[config.mk]
export PLATFORM = sky130hd
export DESIGN_NAME = dma_xlat
export DESIGN_NICKNAME = d
export VERILOG_FILES = /design/src/rtl/dma_xlat_pkg.sv /design/src/rtl/dma_win_regs.sv /design/src/rtl/dma_win_match.sv /design/src/rtl/dma_win_pick.sv /design/src/rtl/dma_xlat.sv
export SDC_FILE = /design/constraint.sdc
export NUM_CORES = 1
export LEC_CHECK = 0
export BUFFER_PORTS_ARGS = -buffer_cell sky130_fd_sc_hd__buf_2
export CORE_MARGIN = 10
export CORE_UTILIZATION = 61
export CTS_BUF_LIST = sky130_fd_sc_hd__clkbuf_16
export CTS_CLUSTER_DIAMETER = 50
export DETAILED_ROUTE_END_ITERATION = 8
export PLACE_DENSITY = 0.76
export SYNTH_ARGS = -nofsm -noshare
export SYNTH_HDL_FRONTEND = slang
export SYNTH_HIERARCHICAL = 1
export SYNTH_SLANG_ARGS = --single-unit
export TNS_END_PERCENT = 1
[constraint.sdc]
create_clock -name clk_i -period 3.1 [get_ports clk_i]
set_clock_uncertainty 0.1 [all_clocks]
set_input_delay 0.31 -clock clk_i [delete_from_list [all_inputs] [get_ports clk_i]]
set_output_delay 0.31 -clock clk_i [all_outputs]
set_load 0.005 [all_outputs]
[src/rtl/dma_xlat_pkg.sv]
package dma_xlat_pkg;
  localparam int unsigned NUM_WIN = 4;
  localparam int unsigned DATA_W  = 64;
  localparam int unsigned REG_AW  = 8;
  localparam int unsigned CMP_LO  = 20;
  localparam int unsigned CMP_HI  = 30;
  localparam int unsigned EN_BIT  = 0;
  localparam int unsigned SG_BIT  = 1;
endpackage

[src/rtl/dma_win_regs.sv]
module dma_win_regs
  import dma_xlat_pkg::*;
#(
  parameter int unsigned N_WIN = NUM_WIN,
  parameter int unsigned DW    = DATA_W,
  parameter int unsigned AW    = REG_AW
) (
  input  logic          clk_i,
  input  logic          rst_ni,
  input  logic          we_i,
  input  logic [AW-1:0] addr_i,
  input  logic [DW-1:0] wdata_i,
  output logic [DW-1:0] rdata_o,
  output logic [DW-1:0] base_o  [N_WIN],
  output logic [DW-1:0] mask_o  [N_WIN],
  output logic [DW-1:0] tbase_o [N_WIN]
);
  localparam int unsigned N_REGS  = 3 * N_WIN;
  localparam int unsigned IDX_W   = $clog2(N_REGS);
  localparam int unsigned OFF_LSB = $clog2(DW / 8);
  localparam int unsigned SLOT_W  = AW - OFF_LSB;

  logic [DW-1:0]    regs_q [N_REGS];
  logic [SLOT_W-1:0] slot;
  logic [IDX_W-1:0]  idx;
  logic              mapped;

  assign slot   = addr_i[AW-1:OFF_LSB];
  assign idx    = slot[IDX_W-1:0];
  assign mapped = (addr_i[OFF_LSB-1:0] == '0) && (slot < SLOT_W'(N_REGS));

  always_ff @(posedge clk_i or negedge rst_ni) begin
    if (!rst_ni) begin
      for (int r = 0; r < N_REGS; r++) regs_q[r] <= '0;
    end else if (we_i && mapped) begin
      for (int r = 0; r < N_REGS; r++)
        if (idx == IDX_W'(r)) regs_q[r] <= wdata_i;
    end
  end

  assign rdata_o = mapped ? regs_q[idx] : '0;

  for (genvar w = 0; w < N_WIN; w++) begin : g_out
    assign base_o[w]  = regs_q[w];
    assign mask_o[w]  = regs_q[N_WIN + w];
    assign tbase_o[w] = regs_q[2 * N_WIN + w];
  end


  wr_take_chk: assert property (@(posedge clk_i) disable iff (!rst_ni)
    (we_i && mapped) |=> (regs_q[$past(idx)] == $past(wdata_i)));


  wr_drop_chk: assert property (@(posedge clk_i) disable iff (!rst_ni)
    (we_i && !mapped) |=> $stable(regs_q[0]) && $stable(regs_q[N_REGS-1]));
endmodule

[src/rtl/dma_win_match.sv]
module dma_win_match
  import dma_xlat_pkg::*;
#(
  parameter int unsigned DW = DATA_W,
  parameter int unsigned LO = CMP_LO,
  parameter int unsigned HI = CMP_HI
) (
  input  logic [DW-1:0] base_i,
  input  logic [DW-1:0] mask_i,
  input  logic [DW-1:0] tbase_i,
  input  logic [DW-1:0] addr_i,
  output logic          hit_o,
  output logic          sg_o,
  output logic [DW-1:0] xlat_o
);
  localparam logic [DW-1:0] FIELD =
    {{(DW-HI-1){1'b0}}, {(HI-LO+1){1'b1}}, {LO{1'b0}}};
  localparam logic [DW-1:0] LOW = {{(DW-LO){1'b0}}, {LO{1'b1}}};

  logic [DW-1:0] cmp_m;
  logic [DW-1:0] pass_m;
  logic          match;

  assign cmp_m  = ~mask_i & FIELD;
  assign match  = ((addr_i ^ base_i) & cmp_m) == '0;
  assign hit_o  = match & base_i[EN_BIT];
  assign sg_o   = base_i[SG_BIT];
  assign pass_m = (mask_i & FIELD) | LOW;
  assign xlat_o = (tbase_i & ~pass_m) | (addr_i & pass_m);
endmodule

[src/rtl/dma_win_pick.sv]
module dma_win_pick
  import dma_xlat_pkg::*;
#(
  parameter int unsigned N_WIN = NUM_WIN,
  parameter int unsigned DW    = DATA_W
) (
  input  logic [N_WIN-1:0] hit_i,
  input  logic [N_WIN-1:0] sg_i,
  input  logic [DW-1:0]    xlat_i [N_WIN],
  output logic             hit_o,
  output logic             err_o,
  output logic [DW-1:0]    addr_o
);
  logic found;

  always_comb begin
    found  = 1'b0;
    hit_o  = 1'b0;
    err_o  = 1'b0;
    addr_o = '0;
    for (int w = 0; w < N_WIN; w++) begin
      if (!found && hit_i[w]) begin
        found = 1'b1;
        if (sg_i[w]) err_o = 1'b1;
        else begin
          hit_o  = 1'b1;
          addr_o = xlat_i[w];
        end
      end
    end
  end
endmodule

[src/rtl/dma_xlat.sv]
module dma_xlat
  import dma_xlat_pkg::*;
#(
  parameter int unsigned N_WIN = NUM_WIN,
  parameter int unsigned DW    = DATA_W,
  parameter int unsigned AW    = REG_AW
) (
  input  logic          clk_i,
  input  logic          rst_ni,
  input  logic          reg_we_i,
  input  logic [AW-1:0] reg_addr_i,
  input  logic [DW-1:0] reg_wdata_i,
  output logic [DW-1:0] reg_rdata_o,
  input  logic          req_valid_i,
  input  logic [DW-1:0] req_addr_i,
  output logic          rsp_valid_o,
  output logic          rsp_hit_o,
  output logic          rsp_err_o,
  output logic [DW-1:0] rsp_addr_o
);
  logic [DW-1:0]    win_base  [N_WIN];
  logic [DW-1:0]    win_mask  [N_WIN];
  logic [DW-1:0]    win_tbase [N_WIN];
  logic [DW-1:0]    win_xlat  [N_WIN];
  logic [N_WIN-1:0] win_hit;
  logic [N_WIN-1:0] win_sg;
  logic             pick_hit;
  logic             pick_err;
  logic [DW-1:0]    pick_addr;

  dma_win_regs #(.N_WIN(N_WIN), .DW(DW), .AW(AW)) i_regs (
    .clk_i   (clk_i),
    .rst_ni  (rst_ni),
    .we_i    (reg_we_i),
    .addr_i  (reg_addr_i),
    .wdata_i (reg_wdata_i),
    .rdata_o (reg_rdata_o),
    .base_o  (win_base),
    .mask_o  (win_mask),
    .tbase_o (win_tbase)
  );

  for (genvar w = 0; w < N_WIN; w++) begin : g_win
    dma_win_match #(.DW(DW)) i_match (
      .base_i  (win_base[w]),
      .mask_i  (win_mask[w]),
      .tbase_i (win_tbase[w]),
      .addr_i  (req_addr_i),
      .hit_o   (win_hit[w]),
      .sg_o    (win_sg[w]),
      .xlat_o  (win_xlat[w])
    );
  end

  dma_win_pick #(.N_WIN(N_WIN), .DW(DW)) i_pick (
    .hit_i  (win_hit),
    .sg_i   (win_sg),
    .xlat_i (win_xlat),
    .hit_o  (pick_hit),
    .err_o  (pick_err),
    .addr_o (pick_addr)
  );

  always_ff @(posedge clk_i or negedge rst_ni) begin
    if (!rst_ni) begin
      rsp_valid_o <= 1'b0;
      rsp_hit_o   <= 1'b0;
      rsp_err_o   <= 1'b0;
      rsp_addr_o  <= '0;
    end else begin
      rsp_valid_o <= req_valid_i;
      if (req_valid_i) begin
        rsp_hit_o  <= pick_hit;
        rsp_err_o  <= pick_err;
        rsp_addr_o <= pick_addr;
      end
    end
  end


  rsp_vld_chk: assert property (@(posedge clk_i) disable iff (!rst_ni)
    req_valid_i |=> rsp_valid_o);


  rsp_hold_chk: assert property (@(posedge clk_i) disable iff (!rst_ni)
    !req_valid_i |=> (!rsp_valid_o && $stable(rsp_addr_o) && $stable(rsp_hit_o)
                      && $stable(rsp_err_o)));


  err_zero_chk: assert property (@(posedge clk_i) disable iff (!rst_ni)
    rsp_err_o |-> (!rsp_hit_o && rsp_addr_o == '0));


  miss_zero_chk: assert property (@(posedge clk_i) disable iff (!rst_ni)
    !rsp_hit_o |-> (rsp_addr_o == '0));


  low_pass_chk: assert property (@(posedge clk_i) disable iff (!rst_ni)
    (req_valid_i && pick_hit) |=> (rsp_addr_o[CMP_LO-1:0] == $past(req_addr_i[CMP_LO-1:0])));
endmodule

# Word level (Yosys, flattened, before mapping)
# Cells that the tools add are included.
# totals
reg_bits	835
latchBits	0
ram_bits	0
rom_bits	0
inputBits	140
output_inout_bits	131
wordCells	119
memories	0
# classes
n_addsub	0
mul	0
n_div	0
n_lt_le_gt_ge	2
eq_ne	11
shifts	0
n_mux	31
bitwise_logic	33
n_reduce_logical	26
# op_table
cell	n
$mux 64	11
$and 64x31->64	8
$and 64x64->64	4
$bmux 64 s4	1
$logic_not 64->1	4
$not 31->64	4
$or 64x64->64	4
$xor 64x64->64	4
$not 31->31	4
$reduce_and 2->1	12
$mux 1	19
$eq 4x3->1 const B	4
$eq 4x4->1 const B	4
$eq 4x2->1 const B	2
$ge 5x5->1 const B	1
$logic_and 1x1->1	5
$lt 5x4->1 const B	1
$not 4->5	1
$and 1x1->1	4
$eq 4x1->1 const B	1
$logic_not 4->1	1
$logic_not 1->1	3
$logic_not 3->1	1

# Logic depth before layout (Yosys ltp)
# logic_depth
depth_word	14
depth_mapped	10
ltp_nobuf	8

# Modules after synthesis
# Netlist, hierarchy kept.
# by_module_without_submodules
mod	instances	cells_per_inst	area_per_inst_um2	seq_area_each_um2
dma_win_regs	1	2094	34788.4	19218.4
dma_win_match	4	84	679.4	0.0
dma_xlat	1	140	2636.3	1676.6
dma_win_pick	1	238	1662.8	0.0

# Least setup slack after synthesis
# Ideal clock, no wire load.
# synth_timing
kind	register to register
from	register i_regs.regs_q (netlist bit i_regs/base_o[220])
to	register rsp_addr_o[22]
setup_time_ns	0.125
t_arrival_ns	2.435
required_ns	2.875
setup_slack_ns	0.440
path_stages_with_launch	11
n_path_buf	2
period_less_slack_ns	2.660
path_cell_list	dfrtp_1 > xnor2_1 > o22ai_1 > or4_1 > nor3_2 > nor3b_1 > buf_2 > buf_2 > a221oi_1 > o2bb2ai_1 > mux2_4
# synth_via
elab_chain_len	14
word_cells_on_any_way	20
classes_between	mux (10); bitwise (3); reduce/logical (7)
# synth_rtl
element	line_no	text
from (decl)	dma_win_regs.sv:23	logic [DW-1:0] regs_q [N_REGS];
from (signal, indexed assignment)	dma_win_regs.sv:37	if (idx == IDX_W'(r)) regs_q[r] <= wdata_i;
$xor 64x64->64 (*)	dma_win_match.sv:25	assign match = ((addr_i ^ base_i) & cmp_m) == '0;
$and 64x31->64 (*)	dma_win_match.sv:25	
$logic_not 64->1 (*)	dma_win_match.sv:25	
$and 1x1->1 (*)	dma_win_match.sv:26	assign hit_o = match & base_i[EN_BIT];
named net win_hit[0]	dma_xlat.sv:25	logic [N_WIN-1:0] win_hit;
$mux 1	dma_win_pick.sv:22	if (!found && hit_i[w]) begin
$logic_not 1->1	dma_win_pick.sv:22	
$logic_and 1x1->1	dma_win_pick.sv:22	
$mux 1	dma_win_pick.sv:22	
$logic_not 1->1	dma_win_pick.sv:22	
$logic_and 1x1->1	dma_win_pick.sv:22	
$mux 1	dma_win_pick.sv:22	
$logic_not 1->1	dma_win_pick.sv:22	
$logic_and 1x1->1	dma_win_pick.sv:22	
$mux 64 (*)	dma_win_pick.sv:22	
named net pick_addr[22]	dma_xlat.sv:29	logic [DW-1:0] pick_addr;
to (signal assigned)	dma_xlat.sv:75	rsp_addr_o <= pick_addr;
to (decl)	dma_xlat.sv:19	output logic [DW-1:0] rsp_addr_o
# The timed path passes the listed nets; every way through them passes the cells marked *.
# A chain may end at the register's enable or synchronous reset.

# Final worst setup path
# layout_timing
from	register i_regs.regs_q (netlist bit i_regs/base_o[212])
to	register rsp_addr_o[14]
# Same word-level chain as after synthesis.

==> results.json <==
{
  "ant_nets": 0,
  "gp_congestion": 0.8295,
  "utilization_pct": 69.21,
  "mostFrequentLayoutCells": "dfrtp_1 (835), mux2_2 (781), buf_2 (233)",
  "end_kind": "flip-flop",
  "vias_per_cell": 6.593,
  "die_area_um2": 79400,
  "hold_violations": 0,
  "rsz0062_at_grt": "yes",
  "num_vias": 25224,
  "wl_per_cell_um": 28.62,
  "post-dp-hpwl_um": 65300,
  "cts_tree": "done",
  "p_sw_mw": 5.823,
  "powerDensity_nw_per_um2": 528.4,
  "crit_arrival_ns": 3.49,
  "crit_path_start_kind": "flip-flop",
  "period_share_pct": 98.96,
  "layout.nets": 3011,
  "final.setup.tns_ns": 0,
  "portBuffers": 237,
  "r2r_cells": 12,
  "synth.distinct_cells": 38,
  "pwr-share-clk_pct": 45.1,
  "post-route-min-period_ns": 3.068,
  "cp-startpoint": "i_regs/base_o[212]$_DFFE_PN0P_",
  "maxCapViolations": 0,
  "cts_made_buffers": 93,
  "fmax_mhz": 326.0,
  "timing.rr.end": "rsp_addr_o[14]$_DFFE_PN0P_",
  "status": "finished clean",
  "place_area_um2": 42490,
  "ir_drop_mv": 0.4809,
  "grt_start_max_net_pins": 109,
  "rows": 95,
  "top_usage_layer": "met2",
  "slew_headroom_pct": 56.24,
  "core_area_um2": 67510,
  "syn_nets": 2948,
  "ys_warn_count": 6,
  "synth_ff_type": "dfrtp_1",
  "finalPower_mw": 24.69,
  "cp-endpoint": "rsp_addr_o[14]$_DFFE_PN0P_",
  "fin_cells": 3826,
  "clock_latency_ns": 0.66,
  "final_area_um2": 46730,
  "drt_iter0_markers": 2049,
  "path_clk_slew_ns": 0.06,
  "final_common_cell": "dfrtp_1",
  "hold_depth": 2,
  "syn_area_per_cell_um2": 14.89,
  "yosys_register_bits": 835,
  "fp.dieW_um": 281.8,
  "path_class": "reg2reg",
  "synthCells": 2808,
  "crit_chain": "xnor2_1 > o22ai_2 > or4_1 > nor3_2 > buf_6 > nor4b_4 > buf_4 > buf_4 > buf_12 > a221oi_1 > o2bb2ai_2 > mux2_4",
  "synth_top_area_share_pct": 49.98,
  "layout-drive-gt1-share_pct": 52.71,
  "pin_count": 271,
  "grt_antenna_before_repair": 15,
  "drcViolationCount": 0,
  "grt_pass1_wl_um": 167400,
  "grt_use_met2_pct": 44.93,
  "rr_startpoint": "i_regs/base_o[212]$_DFFE_PN0P_",
  "r2r_slack_ns": 0.03,
  "place_inst": 3558,
  "synth-edff-count": 0,
  "start_util_pct": 61.92,
  "leakage_nw": 22.86,
  "routed_wl_um": 109500,
  "finalSetupViolCount": 0,
  "cts_root_buf": "clkbuf_16",
  "yosysSeqAreaShare_pct": 49.98,
  "critPathSlowestCell": "or4_1",
  "slowest_delay_ns": 0.50,
  "synth_area_leaders": "dfrtp_1 (50%), mux2_2 (21%), mux4_2 (10%), buf_4 (4.2%), buf_6 (1.7%)",
  "clock_sinks": 835,
  "n_fill_cell": 4444,
  "yosys.area.top_type": "dfrtp_1",
  "ctsHtreeMaxLevel": 3,
  "hp-class": "in2reg",
  "tightest_slew_ns": 0.6563,
  "ys_async_sr_fraction_pct": 100.0,
  "cp_max_fo": 9,
  "first_pass_iters": 5,
  "grt_use_met1_pct": 36.12,
  "path_common_cell": "buf_4",
  "die_y_um": 281.8,
  "grt.overflow.total": 0,
  "netlist_area_um2": 41810,
  "first_global_vias": 27351,
  "grtUsageMet3_pct": 5.762,
  "worstPathRequired_ns": 3.53,
  "slew_violations": 0,
  "switching_share_pct": 23.58,
  "grtUsageTotal_pct": 27.58,
  "internal_power_mw": 18.87,
  "power_frac_comb_pct": 7.5,
  "register_area_um2": 20900,
  "clock_path_buffers": 3,
  "pwr-share-seq_pct": 47.4,
  "syn_to_final_growth_pct": 11.78,
  "multi_input_area_um2": 18000
}
[kinds of logic after synthesis]
group	share of synthesized area [%]
muxes	34.35
DFF	49.98
buffers and inverters	7.593
AOI/OAI and AO/OA	4.615
and+or+nand+nor	2.541
xor gates and xnor gates	0.9218
[layout make-up]
cell class              count  share of cell area (%)
flip-flops and latches    835                   44.71
clock inverters            78                   1.590
diodes                      5                 0.02678
clock buffers              94                   5.034
well taps                 873                   2.337
multi-input cells        1503                   38.51
repair buffers            438                   7.786
[synth_stat cells (20+ instances only)]
cell and n:
buf_2 44, o2bb2ai_1 64, mux2_2 783, dfrtp_1 835, and3_1 63, mux4_2 191, a221oi_1 65, clkbuf_1 125
buf_4 233, mux2_1 55, nor2_1 64, xnor2_1 44, o22ai_1 20, mux2_4 40, a221o_1 63, buf_6 64
[through the flow]
stage                     setup WS (ns)  hold WS [ns]
final                           0.03213        0.1215
after CTS                      0.005619       0.09777
after floorplan                  0.4397      -0.08559
after global placement          -0.1966        0.2292
after detailed placement        -0.2589        0.2373
after global routing           -0.03624        0.1069
[worst max-delay path: cells and delay by family (launching register included)]
kind | cells | cell delay [ns]
and+or+nand+nor | 3 | 0.70
AOI/OAI and AO/OA | 3 | 0.60
buffers and inverters | 4 | 0.64
DFF | 1 | 0.41
muxes | 1 | 0.26
xor gates and xnor gates | 1 | 0.24
[power by group through the flow]
stage / sequential [mW] / combinational [mW] / clock [mW]
2_1_floorplan: 11.8 / 1.30 / 0
3_3_place_gp: 11.8 / 1.67 / 0
3_5_place_dp: 11.9 / 1.74 / 0
4_1_cts: 11.7 / 1.85 / 11.3
5_1_grt: 11.7 / 2.00 / 11.7
6_report: 11.7 / 1.85 / 11.1
[routing by layer]
metal,routed length [um],share of wire (%),vias up
met5,105,0.096,-
met1,44150,40,13530
met2,53770,49,987
met4,3567,3.3,18
met3,7902,7.2,237
li1,-,-,10452
[how the worst min path moves through the flow]
stage                            from                           end  slack (ns)
after floorplan                rst_ni  i_regs/base_o[0]$_DFFE_PN0P_       -0.09
after global placement         rst_ni    rsp_addr_o[47]$_DFFE_PN0P_        0.23
after detailed placement       rst_ni    rsp_addr_o[46]$_DFFE_PN0P_        0.24
after CTS                 req_valid_i    rsp_addr_o[62]$_DFFE_PN0P_         0.1
after global routing      req_valid_i    rsp_addr_o[11]$_DFFE_PN0P_        0.11
final                     req_valid_i    rsp_addr_o[11]$_DFFE_PN0P_        0.12
[registers in the layout, summed over array words and instances, names as in the netlist]
| register | flops |
|---|---|
| rsp_err_o | 1 |
| i_regs/mask_o | 256 |
| rsp_hit_o | 1 |
| i_regs/tbase_o | 256 |
| i_regs/base_o | 256 |
| rsp_valid_o | 1 |
| rsp_addr_o | 64 |
[timing repair]
item | in CTS | in global routing
endpoints found under the setup margin | 62 | 65
pin swaps | 0 | 5
gates cloned | 0 | 1
endpoints found under the hold margin | 841 | 0
setup buffers | 3 | 2
hold buffers | 85 | 0
resized for setup | 5 | 35
No activity file was read; power rests on OpenSTA's default activity.
